===== src/rtl/fcx_pkg.sv =====
package fcx_pkg;
    localparam int CMD_W  = 6;
    localparam int CODE_W = 3;
    localparam int FC_W   = CODE_W + 3;
    localparam int REG_W  = 16;
    localparam int FLAG_W = 4;

    localparam int B_FCM = 8;
    localparam int B_FCL = 5;
    localparam int B_LCT = 4;
    localparam int B_TFE = 1;
    localparam int B_SFE = 0;
    localparam int B_FLAG_LO = REG_W - FLAG_W;

    localparam logic [CMD_W-1:0] BP_NOCMD = 6'h00;
    localparam logic [CMD_W-1:0] BP_BC0   = 6'h01;
    localparam logic [CMD_W-1:0] BP_OCRES = 6'h02;
    localparam logic [CMD_W-1:0] BP_RSYNC = 6'h03;
    localparam logic [CMD_W-1:0] BP_START = 6'h06;
    localparam logic [CMD_W-1:0] BP_STOP  = 6'h07;
    localparam logic [CMD_W-1:0] BP_TPSP  = 6'h2F;
    localparam logic [CMD_W-1:0] BP_TPTMB = 6'h24;
    localparam logic [CMD_W-1:0] BP_TPMPC = 6'h30;

    localparam logic [CODE_W-1:0] FC_NONE  = 3'd0;
    localparam logic [CODE_W-1:0] FC_BC0   = 3'd1;
    localparam logic [CODE_W-1:0] FC_OCRES = 3'd2;
    localparam logic [CODE_W-1:0] FC_RSYNC = 3'd3;
    localparam logic [CODE_W-1:0] FC_ECRES = 3'd4;
    localparam logic [CODE_W-1:0] FC_START = 3'd5;
    localparam logic [CODE_W-1:0] FC_STOP  = 3'd6;
    localparam logic [CODE_W-1:0] FC_VME   = 3'd7;

    typedef struct packed {
        logic [CMD_W-1:0] cmd;
        logic             str;
        logic             l1a;
        logic             ecr;
        logic             rdy;
    } bp_t;

    typedef struct packed {
        logic fcm;
        logic fcl;
        logic lct;
        logic tfe;
        logic sfe;
    } cfg_t;

    typedef struct packed {
        logic              l1a;
        logic              tf;
        logic              sf;
        logic [CODE_W-1:0] code;
    } fc_t;
endpackage


===== src/rtl/fcx_sampler.sv =====
module fcx_sampler
    import fcx_pkg::*;
(
    input  logic             clk,
    input  logic             rst_n,
    input  logic [CMD_W-1:0] cmd_n,
    input  logic             str_n,
    input  logic             l1a_n,
    input  logic             ecr_n,
    input  logic             rdy_n,
    output bp_t              bp
);
    bp_t bp_d, bp_q;

    always_comb begin
        bp_d.cmd = ~cmd_n;
        bp_d.str = ~str_n;
        bp_d.l1a = ~l1a_n;
        bp_d.ecr = ~ecr_n;
        bp_d.rdy = ~rdy_n;
    end

    always_ff @(posedge clk) begin
        if (!rst_n) bp_q <= '0;
        else        bp_q <= bp_d;
    end

    assign bp = bp_q;
endmodule


===== src/rtl/fcx_cfg.sv =====
module fcx_cfg
    import fcx_pkg::*;
(
    input  logic              clk,
    input  logic              rst_n,
    input  logic              wr,
    input  logic [REG_W-1:0]  wdata,
    input  logic [FLAG_W-1:0] flags,
    output cfg_t              cfg,
    output logic [REG_W-1:0]  rdata
);
    cfg_t cfg_d, cfg_q;

    always_comb begin
        cfg_d = cfg_q;
        if (wr) begin
            cfg_d.fcm = wdata[B_FCM];
            cfg_d.fcl = wdata[B_FCL];
            cfg_d.lct = wdata[B_LCT];
            cfg_d.tfe = wdata[B_TFE];
            cfg_d.sfe = wdata[B_SFE];
        end
    end

    always_ff @(posedge clk) begin
        if (!rst_n) begin
            cfg_q     <= '0;
            cfg_q.fcm <= 1'b1;
        end else begin
            cfg_q <= cfg_d;
        end
    end

    always_comb begin
        rdata        = '0;
        rdata[B_FCM] = cfg_q.fcm;
        rdata[B_FCL] = cfg_q.fcl;
        rdata[B_LCT] = cfg_q.lct;
        rdata[B_TFE] = cfg_q.tfe;
        rdata[B_SFE] = cfg_q.sfe;
        for (int i = 0; i < FLAG_W; i++) begin
            rdata[B_FLAG_LO+i] = flags[i];
        end
    end

    assign cfg = cfg_q;
endmodule


===== src/rtl/fcx_decode.sv =====
module fcx_decode
    import fcx_pkg::*;
(
    input  logic            clk,
    input  logic            rst_n,
    input  bp_t             bp,
    input  cfg_t            cfg,
    input  logic            inj_wr,
    input  logic [FC_W-1:0] inj_code,
    output logic [FC_W-1:0] fc
);
    fc_t fc_d, fc_q;

    always_comb begin
        fc_d = '0;
        if (cfg.fcm) begin
            fc_d.code = FC_VME;
            if (inj_wr) fc_d = fc_t'(inj_code);
        end else if (bp.rdy) begin
            if (bp.str) begin
                unique case (bp.cmd)
                    BP_NOCMD: fc_d.code = FC_NONE;
                    BP_BC0: begin
                        fc_d.code = FC_BC0;
                        fc_d.tf   = cfg.tfe;
                        fc_d.sf   = cfg.sfe;
                    end
                    BP_OCRES: fc_d.code = FC_OCRES;
                    BP_RSYNC: fc_d.code = FC_RSYNC;
                    BP_START: fc_d.code = FC_START;
                    BP_STOP:  fc_d.code = FC_STOP;
                    BP_TPSP: begin
                        fc_d.tf = cfg.tfe;
                        fc_d.sf = cfg.sfe;
                    end
                    BP_TPTMB, BP_TPMPC: fc_d.sf = cfg.sfe;
                    default: fc_d.code = FC_NONE;
                endcase
            end
            if (bp.ecr) fc_d.code = FC_ECRES;
            fc_d.l1a = cfg.fcl ? fc_d.sf : bp.l1a;
        end
    end

    always_ff @(posedge clk) begin
        if (!rst_n) begin
            fc_q      <= '0;
            fc_q.code <= FC_VME;
        end else begin
            fc_q <= fc_d;
        end
    end

    assign fc = fc_q;
endmodule


===== src/rtl/fcbus_xlate.sv =====
module fcbus_xlate
    import fcx_pkg::*;
(
    input  logic              clk,
    input  logic              rst_n,
    input  logic [CMD_W-1:0]  bp_cmd_n,
    input  logic              bp_cmd_str_n,
    input  logic              bp_l1a_n,
    input  logic              bp_ecr_n,
    input  logic              bp_rdy_n,
    input  logic              reg_wr,
    input  logic [REG_W-1:0]  reg_wdata,
    output logic [REG_W-1:0]  reg_rdata,
    input  logic [FLAG_W-1:0] fmm_flags,
    input  logic              inj_wr,
    input  logic [FC_W-1:0]   inj_code,
    output logic [FC_W-1:0]   fc_cmd,
    output logic              lct_en
);
    bp_t  bp;
    cfg_t cfg;

    fcx_sampler u_sampler (
        .clk   (clk),
        .rst_n (rst_n),
        .cmd_n (bp_cmd_n),
        .str_n (bp_cmd_str_n),
        .l1a_n (bp_l1a_n),
        .ecr_n (bp_ecr_n),
        .rdy_n (bp_rdy_n),
        .bp    (bp)
    );

    fcx_cfg u_cfg (
        .clk   (clk),
        .rst_n (rst_n),
        .wr    (reg_wr),
        .wdata (reg_wdata),
        .flags (fmm_flags),
        .cfg   (cfg),
        .rdata (reg_rdata)
    );

    fcx_decode u_decode (
        .clk      (clk),
        .rst_n    (rst_n),
        .bp       (bp),
        .cfg      (cfg),
        .inj_wr   (inj_wr),
        .inj_code (inj_code),
        .fc       (fc_cmd)
    );

    assign lct_en = cfg.lct;
endmodule


===== config.mk =====
export PLATFORM = sky130hd
export DESIGN_NAME = fcbus_xlate
export DESIGN_NICKNAME = d
export VERILOG_FILES = /design/src/rtl/fcx_pkg.sv /design/src/rtl/fcx_sampler.sv /design/src/rtl/fcx_cfg.sv /design/src/rtl/fcx_decode.sv /design/src/rtl/fcbus_xlate.sv
export SDC_FILE = /design/constraint.sdc
export NUM_CORES = 1
export LEC_CHECK = 0
export CAP_MARGIN = 25
export CORE_UTILIZATION = 36
export CTS_CLUSTER_SIZE = 28
export DETAILED_ROUTE_END_ITERATION = 10
export HOLD_SLACK_MARGIN = 0.08
export MAX_ROUTING_LAYER = met4
export PLACE_DENSITY = 0.91
export SLEW_MARGIN = 10
export SYNTH_ARGS = -nofsm -noshare
export SYNTH_HDL_FRONTEND = slang
export SYNTH_HIERARCHICAL = 1
export SYNTH_SLANG_ARGS = --single-unit
export TNS_END_PERCENT = 1

===== constraint.sdc =====
create_clock -name clk -period 1.95 [get_ports clk]
set_input_delay 0.2925 -clock clk [delete_from_list [all_inputs] [get_ports clk]]
set_output_delay 0.2925 -clock clk [all_outputs]
set_load 0.01 [all_outputs]

# After elaboration in Yosys (flattened, before gate mapping)
# Cells that the tools add are included.
[totals]
reg_bits = 21
inputBits = 40
output_inout_bits = 23
wordCells = 38
[op_classes]
eq_ne = 8
muxes = 9
bitwise_logic = 5
n_reduce_logical = 2
[op_table]
columns = ["cell", "n"]
rows = [
  ["$eq 6x6->1 const B", 3],
  ["$mux 6", 3],
  ["$pmux 3 s5", 1],
  ["$eq 6x2->1 const B", 2],
  ["$eq 6x3->1 const B", 2],
  ["$eq 6x1->1 const B", 1],
  ["$not 6->6", 1],
  ["$mux 5", 1],
  ["$not 1->1", 4],
  ["$reduce_or 4->1", 1],
  ["$mux 1", 3],
  ["$mux 3", 1],
  ["$reduce_or 2->1", 1],
]

# Depth between registers and ports, before layout
# Gate-level depths: netlist of run 1.
[logic_depth]
word_depth = 7
ltp_mapped = 4
ltp_nobuf = 4

# Cells and area by module
# Netlist of run 1, hierarchy kept.
[by_module_without_submodules]
columns = ["mod", "instances", "cells_each", "area_per_inst_um2", "seq_area_each_um2"]
rows = [
  ["fcx_decode", 1, 44, 357.8, 120.1],
  ["fcx_cfg", 1, 33, 314.1, 100.1],
  ["fcx_sampler", 1, 20, 262.8, 200.2],
]

# Worst setup path before layout of run 1
# Ideal clock, no wire load.
[synth_timing]
kind = "flip-flop to flip-flop"
start = "register u_sampler.bp_q, in the netlist u_sampler/bp[6]"
end = "register u_decode.fc_q, in the netlist u_decode/fc[4]"
setup_time_ps = 96
arrival_time_ps = 1147
required_time_ps = 1854
slack_ps = 707
path_stages_with_launch = 4
path_buffers = 0
period_less_slack_ps = 1243
cell_sequence = "dfxtp_1 -> or4_4 -> a21boi_1 -> o41ai_2"
[synth_via]
elab_chain_cells = 6
elab_cells_between_ends = 7
cone_classes = "eq/ne (2); mux (4); reduce/logical (1)"
[synth_lines]
columns = ["element", "line_no", "text"]
rows = [
  ["start, declared", "fcx_sampler.sv:13", "bp_t bp_d, bp_q;"],
  ["start signal, assigned", "fcx_sampler.sv:25", "else bp_q <= bp_d;"],
  ["$eq 6x1->1 or $eq 6x6->1 (tied branches)", "fcx_decode.sv:21", "unique case (bp.cmd)"],
  ["$reduce_or 2->1 (no line) (*)", "n/a", ""],
  ["$mux 1 (*)", "fcx_decode.sv:21", ""],
  ["$mux 5 (*)", "fcx_decode.sv:20", "if (bp.str) begin"],
  ["$mux 6 (*)", "fcx_decode.sv:19", "end else if (bp.rdy) begin"],
  ["$mux 6 (*)", "fcx_decode.sv:16", "if (cfg.fcm) begin"],
  ["end, declared", "fcx_decode.sv:12", "fc_t fc_d, fc_q;"],
]
# Every way passes the cells marked *; elsewhere a longest branch is shown, timed or not.
# A chain may end at the register's enable or synchronous reset.

# Worst setup path after layout of run 1
[layout_timing]
start = "register u_cfg.cfg_q, in the netlist u_cfg/cfg[4]"
end = "output reg_rdata[8]"
[layout_lines]
columns = ["element", "line_no", "text"]
rows = [
  ["start, declared", "fcx_cfg.sv:12", "cfg_t cfg_d, cfg_q;"],
  ["start signal, assigned", "fcx_cfg.sv:30", "cfg_q <= cfg_d;"],
  ["end, declared", "fcbus_xlate.sv:13", "output logic [REG_W-1:0] reg_rdata,"],
]
# No word-level cell between the ends.

==> results of run 1 <==
cells by family (layout without fill, tap and decap cells):
group | after synthesis | after routing | share of synthesized area (%)
AND/OR/NAND/NOR | 35 | 35 | 22.6
flip-flops | 21 | 21 | 45.0
buffers and inverters | 19 | 43 | 14.9
AO/OA/AOI/OAI | 15 | 15 | 10.8
multiplexers | 5 | 5 | 5.35
other | 1 | 7 | 0.401
XOR/XNOR | 1 | 1 | 0.937
worst register-to-register path: cells and delay by family (launching register included):
kind	cells	cell delay, ns
AO/OA/AOI/OAI	2	0.36
AND/OR/NAND/NOR	1	0.54
flip-flops	1	0.37
power by group through the flow:
stage               sequential [µW]  combinational, µW  clock, µW
CTS                             472                146        209
global route                    476                157        234
detailed placement              481                144          0
floorplan                       481               80.9          0
global placement                480                140          0
finish                          472                145        201
registers in the layout, indices dropped and copies added, names as in the netlist:
name	count
u_cfg/cfg	5
u_decode/fc	6
u_sampler/bp	10
per-layer routing:
layer | track usage [%] | wire length (µm) | part of all wire (%)
met5 | - | 0 | 0
met4 | 5.70 | 19 | 1.0
met3 | 3.45 | 161 | 8.7
met2 | 28.1 | 924 | 50
met1 | 14.7 | 748 | 40
area by class of cell:
type                            count  area share (%)
Sequential cell                    21            33.4
Multi-Input combinational cell     63            31.6
Timing Repair Buffer               37            29.3
Tap cell                           30            2.99
Clock buffer                        4            2.09
Inverter                            2           0.597
synth_stat cells (2+ instances only):
cell and count:
dfxtp_1 21, buf_4 16, nor2b_1 15, nand2_1 7, o21ai_0 6, mux2i_1 5, and3_1 3, o311ai_1 3
inv_1 2, nand4_1 2, o21ai_1 2
how the worst max path moves through the flow:
stage	start	to	slack, ns	cells after the start
after CTS	u_cfg/cfg[4]	reg_rdata[8]	0.26	1
after global placement	rst_n	u_decode/fc[4]	0.50	3
after floorplan	u_sampler/bp[6]	u_decode/fc[4]	0.71	3
final	u_cfg/cfg[4]	reg_rdata[8]	0.27	1
after detailed placement	rst_n	u_decode/fc[4]	0.46	3
after global routing	u_cfg/cfg[4]	reg_rdata[8]	0.19	1
cells in the final DEF, fill, tap and decap left out:
cell type,netlist,routed
and4b_1,1,1
o21ai_0,6,6
buf_4,16,1
nand3_1,1,1
nor4b_1,1,1
nor2_2,1,1
o41ai_2,1,1
a31oi_1,1,1
o311ai_1,3,3
and3_1,3,3
o21ai_1,2,2
mux2i_1,5,5
nor2b_1,15,15
a21oi_1,1,1
xor2_1,1,1
dfxtp_1,21,21
clkbuf_4,0,3
or4_4,1,1
nor3b_1,1,1
conb_1,1,7
nand2_1,7,7
inv_1,2,2
clkbuf_1,0,1
nand2b_1,1,1
nand4_1,2,2
a21boi_1,1,1
nor3_1,1,1
clkdlybuf4s50_1,0,36
through the flow:
stage | total power (µW) | worst slack (ns) | area (µm²) | util (%) | instances
6_report | 818 | 0.270 | 1260 | 51.2 | 157
5_1_grt | 867 | 0.192 | 1260 | 51.2 | 157
4_1_cts | 826 | 0.263 | 1260 | 51.2 | 157
3_5_place_dp | 626 | 0.457 | 1230 | 50.2 | 153
3_3_place_gp | 619 | 0.499 | 1230 | 50.2 | 153
2_1_floorplan | 562 | 0.707 | 957 | - | 103
==> results_dict.tcl, run 1 <==
set metrics [dict create \
    yosysSeqAreaShare_pct 45.0 \
    min_from "u_sampler/bp[1]" \
    syn-cell-area_um2 935 \
    antenna_found_initial 0 \
    cts_buffers 3 \
    drive_gt1_share_pct 5.51 \
    yosys_warnings 6 \
    gp_congestion 0.729 \
    worstPathCellList "clkdlybuf4s50_1" \
    ir_worst_vdd_mv 0.334 \
    initial_core_util_pct 38.1 \
    sw_frac_of_total_pct 23.6 \
    clock_sinks 21 \
    power.share.clock_pct 24.6 \
    worst-path-max-fanout 10 \
    post_cts_buffers 0 \
    layout_min_cycle_time_ns 1.68 \
    hold_viol 0 \
    grt_pass1_vias 699 \
    slowest_delay_ns 0.59 \
    cts_max_level 1 \
    ff2ff_path_depth 3 \
    placement_rows 18 \
    setup_viol 0 \
    arrival_ns 1.39 \
    num_vias 724 \
    ctsHoldBuffers 0 \
    crit_family "buffers and inverters" \
    synth.distinct_cells 26 \
    tns_ns 0 \
    fmax_mhz 595 \
    ios 63 \
    grt_usage_pct 14.9 \
    synth_seq_cells 21 \
    path_clk_slew_ns 0.11 \
    syn_inst 97 \
    syn2layout_area_growth_pct 34.5 \
    switching_power_uw 193 \
    rrSetupSlack_ns 0.59 \
    ctsResizeCount 0 \
    cts_tree "built" \
    grt_first_pass_wirelength_um 2900 \
    internal_power_uw 625 \
    hold_slack_ns 0.505 \
    post-route-period-util_pct 86.1 \
    cts_buffer_depth 2 \
    min_to "u_decode/fc[1]" \
    seq_power_share_pct 57.6 \
    nets 168 \
    crit_slowest_cell "clkdlybuf4s50_1" \
    worstReg2RegStart "u_sampler/bp[6]" \
    p_leak_uw 0.000498 \
    wl_per_cell_um 11.8 \
    core_area_mm2 0.00245 \
    die_x_um 53.0 \
    drt-initial-drc-count 7 \
    seq_area_um2 420 \
    wl_um 1850 \
    dp.final_hpwl_um 1470 \
    insertion_delay_ns 0.30 \
    slew_viol_final 0 \
    rsz0062_at_grt "no" \
    n_antenna_cell 0 \
    multiInputGateArea_um2 398 \
    hold_depth 1 \
    routed_via_density 4.61 \
    root_buffer "clkbuf_4" \
    hold_path.class "register to register" \
    grt_max_degree 15 \
    crit_type "register to output port" \
    critPathRequiredTime_ns 1.66 \
    fill_cells 229 \
    outcome "finished, final reports clean" \
    combPwrFrac_pct 17.7 \
    synthArstFlopShare_pct 0 \
    cap_violations 0 \
    skew_ns 0.00178 \
    io_buffers 36 \
    die-area_mm2 0.00280 \
    worstSetupEndpointType "output port" \
    yosys.area.top_type_share_pct 45.0 \
    dieHeight_um 53.0 \
    final_antenna_net_count 0 \
    path_buf_inv 1 \
    grt_overflow 0 \
    worst_setup_path_start_kind "register" \
    yosysTopAreaCell "dfxtp_1" \
    synth_top_flop_cell "dfxtp_1" \
    power_density_mw_per_mm2 651 \
    r2r_end "u_decode/fc[4]" \
    firstDrtPassIters 5 \
    syn_avg_cell_area_um2 9.64 \
    synth_edf_count 0 \
    route.detailed.drc 0 \
    synth_area_leaders "dfxtp_1 45%, buf_4 13%, nor2b_1 10%" \
]
Note: power is estimated with default switching activity, not from simulation.
==> inputs of run 2 (changes only) <==
--- a/config.mk
+++ b/config.mk
@@ -6,6 +6,7 @@
 export NUM_CORES = 1
 export LEC_CHECK = 0
 export CAP_MARGIN = 25
+export CORE_MARGIN = 2
 export CORE_UTILIZATION = 36
 export CTS_CLUSTER_SIZE = 28
 export DETAILED_ROUTE_END_ITERATION = 10
==> run 2 against run 1 <==
Clock skew rose by 0.0029 ns. Largest power group unchanged. Sequential share of layout area barely moved. Highest routed layer is now met3. Fmax rose by 0.23%. Power fell by 0.63%. Non-clock buffer count did not move. Register-to-register slack got worse by 0.03 ns. Die area rose by 7.7%. Clock-buffer cell count fell by 1. Wire length rose by 3.5%. Via count rose by 0.69%. Critical path type unchanged. Global-route usage fell by 1.6 points. Combinational power barely moved.
==> results_dict.tcl, run 2 (synthesis results as in run 1) <==
set metrics [dict create \
    outcome "finished, final reports clean" \
    hold_slack_ns 0.509 \
    die-area_mm2 0.00302 \
    grt_usage_pct 13.3 \
    ctsHoldBuffers 0 \
    post_cts_buffers 0 \
    initial_core_util_pct 37.7 \
    crit_slowest_cell "clkdlybuf4s50_1" \
    gp_congestion 0.736 \
    cp.depth 1 \
    io_buffers 36 \
    fill_cells 248 \
    routed_via_density 4.64 \
    skew_ns 0.00471 \
    route.detailed.drc 0 \
    placement_rows 18 \
    final_antenna_net_count 0 \
    setup_viol 0 \
    cts_buffers 3 \
    hold_path.class "register to register" \
    wl_per_cell_um 12.2 \
    drt-initial-drc-count 6 \
    totalPowerFinal_uw 813 \
    largest_register_ffs 10 \
    die_x_um 55.0 \
    cts_buffer_depth 2 \
    layout_min_cycle_time_ns 1.68 \
    insertion_delay_ns 0.29 \
    path_clk_slew_ns 0.11 \
    grt_first_pass_wirelength_um 2750 \
    antenna_found_initial 0 \
    grt_overflow 0 \
    n_antenna_cell 0 \
    grt_pass1_vias 672 \
    clock_sinks 21 \
    dp.final_hpwl_um 1510 \
    hold_viol 0 \
    utilization_pct 50.8 \
    multiInputGateArea_um2 398 \
    crit_type "register to output port" \
    ctsResizeCount 0 \
    root_buffer "clkbuf_4" \
    path_buf_inv 1 \
    seq_area_um2 420 \
    tns_ns 0 \
    critPathRequiredTime_ns 1.66 \
    firstDrtPassIters 4 \
    layout_common_cells "36 x clkdlybuf4s50_1, 21 x dfxtp_1, 15 x nor2b_1, 7 x nand2_1, 7 x conb_1" \
    power_density_mw_per_mm2 646 \
    worstPathCellList "clkdlybuf4s50_1" \
    ir_worst_vdd_mv 0.478 \
    post-route-period-util_pct 85.9 \
    dieHeight_um 55.0 \
    crit_family "buffers and inverters" \
    hold_depth 1 \
    ff2ff_path_depth 4 \
    p_leak_uw 0.000501 \
    worstSetupEndpointType "output port" \
    drive_gt1_share_pct 6.30 \
    nets 168 \
    mostFrequentLayoutCell "clkdlybuf4s50_1" \
    slew_viol_final 0 \
    wl_um 1920 \
    worst-path-max-fanout 10 \
    arrival_ns 1.38 \
    slowest_delay_ns 0.59 \
    worst_setup_path_start_kind "register" \
    cap_violations 0 \
    rsz0062_at_grt "no" \
    core_area_mm2 0.00248 \
    cts_tree "built" \
    syn2layout_area_growth_pct 34.7 \
    grt_max_degree 15 \
    ios 63 \
    cts_max_level 1 \
    fmax_mhz 597 \
    num_vias 729 \
]
-- run 2: cell types whose count changed in the layout (fill, tap and decap cells not counted), sizes merged --
| cell | previous run | this run |
|---|---|---|
| clkinv | 0 | 1 |
| clkbuf | 4 | 3 |
-- run 2: routing by layer --
layer | global-route usage (%) | share of wire [%]
met3 | 2.96 | 9.6
met2 | 24.6 | 50
met4 | 5.28 | 0
met5 | - | 0
met1 | 13.5 | 40
-- run 2: cell type report --
cell class | instances | share of cell area (%)
inverters | 2 | 0.596
clock buffers | 3 | 1.79
well taps | 30 | 2.98
clock inverters | 1 | 0.398
flip-flops and latches | 21 | 33.4
multi-input cells | 63 | 31.6
repair buffers | 37 | 29.2
-- run 2: path summary, 6_finish.rpt --
| check | to | startpoint | slack, ns |
|---|---|---|---|
| worst max-delay path | reg_rdata[8] | u_cfg/cfg[4] | 0.27 |
| worst min-delay path | u_decode/fc[1] | u_sampler/bp[1] | 0.51 |
| worst max register to register | u_decode/fc[5] | u_sampler/bp[5] | 0.56 |
| worst min register to register | u_decode/fc[1] | u_sampler/bp[1] | 0.51 |
-- run 2: stage by stage --
stage | cells | worst slack (ns) | instance area [µm²]
detailed placement | 153 | 0.490 | 1230
finish | 157 | 0.274 | 1260
global route | 157 | 0.191 | 1260
global placement | 153 | 0.498 | 1230
floorplan | 103 | 0.707 | 957
CTS | 157 | 0.237 | 1260
-- run 2: report_power, final --
| group | switching [µW] | internal, µW |
|---|---|---|
| clock | 119 | 76.3 |
| sequential | 19.2 | 453 |
| combinational | 52.7 | 92.5 |
==> inputs of run 3 (changes only) <==
--- a/config.mk
+++ b/config.mk
@@ -13,7 +13,7 @@
 export HOLD_SLACK_MARGIN = 0.08
 export MAX_ROUTING_LAYER = met4
 export PLACE_DENSITY = 0.91
-export SLEW_MARGIN = 10
+export SLEW_MARGIN = 20
 export SYNTH_ARGS = -nofsm -noshare
 export SYNTH_HDL_FRONTEND = slang
 export SYNTH_HIERARCHICAL = 1
==> results of run 3 <==
No change in the layout: final DEF, timing and power equal those of run 2.
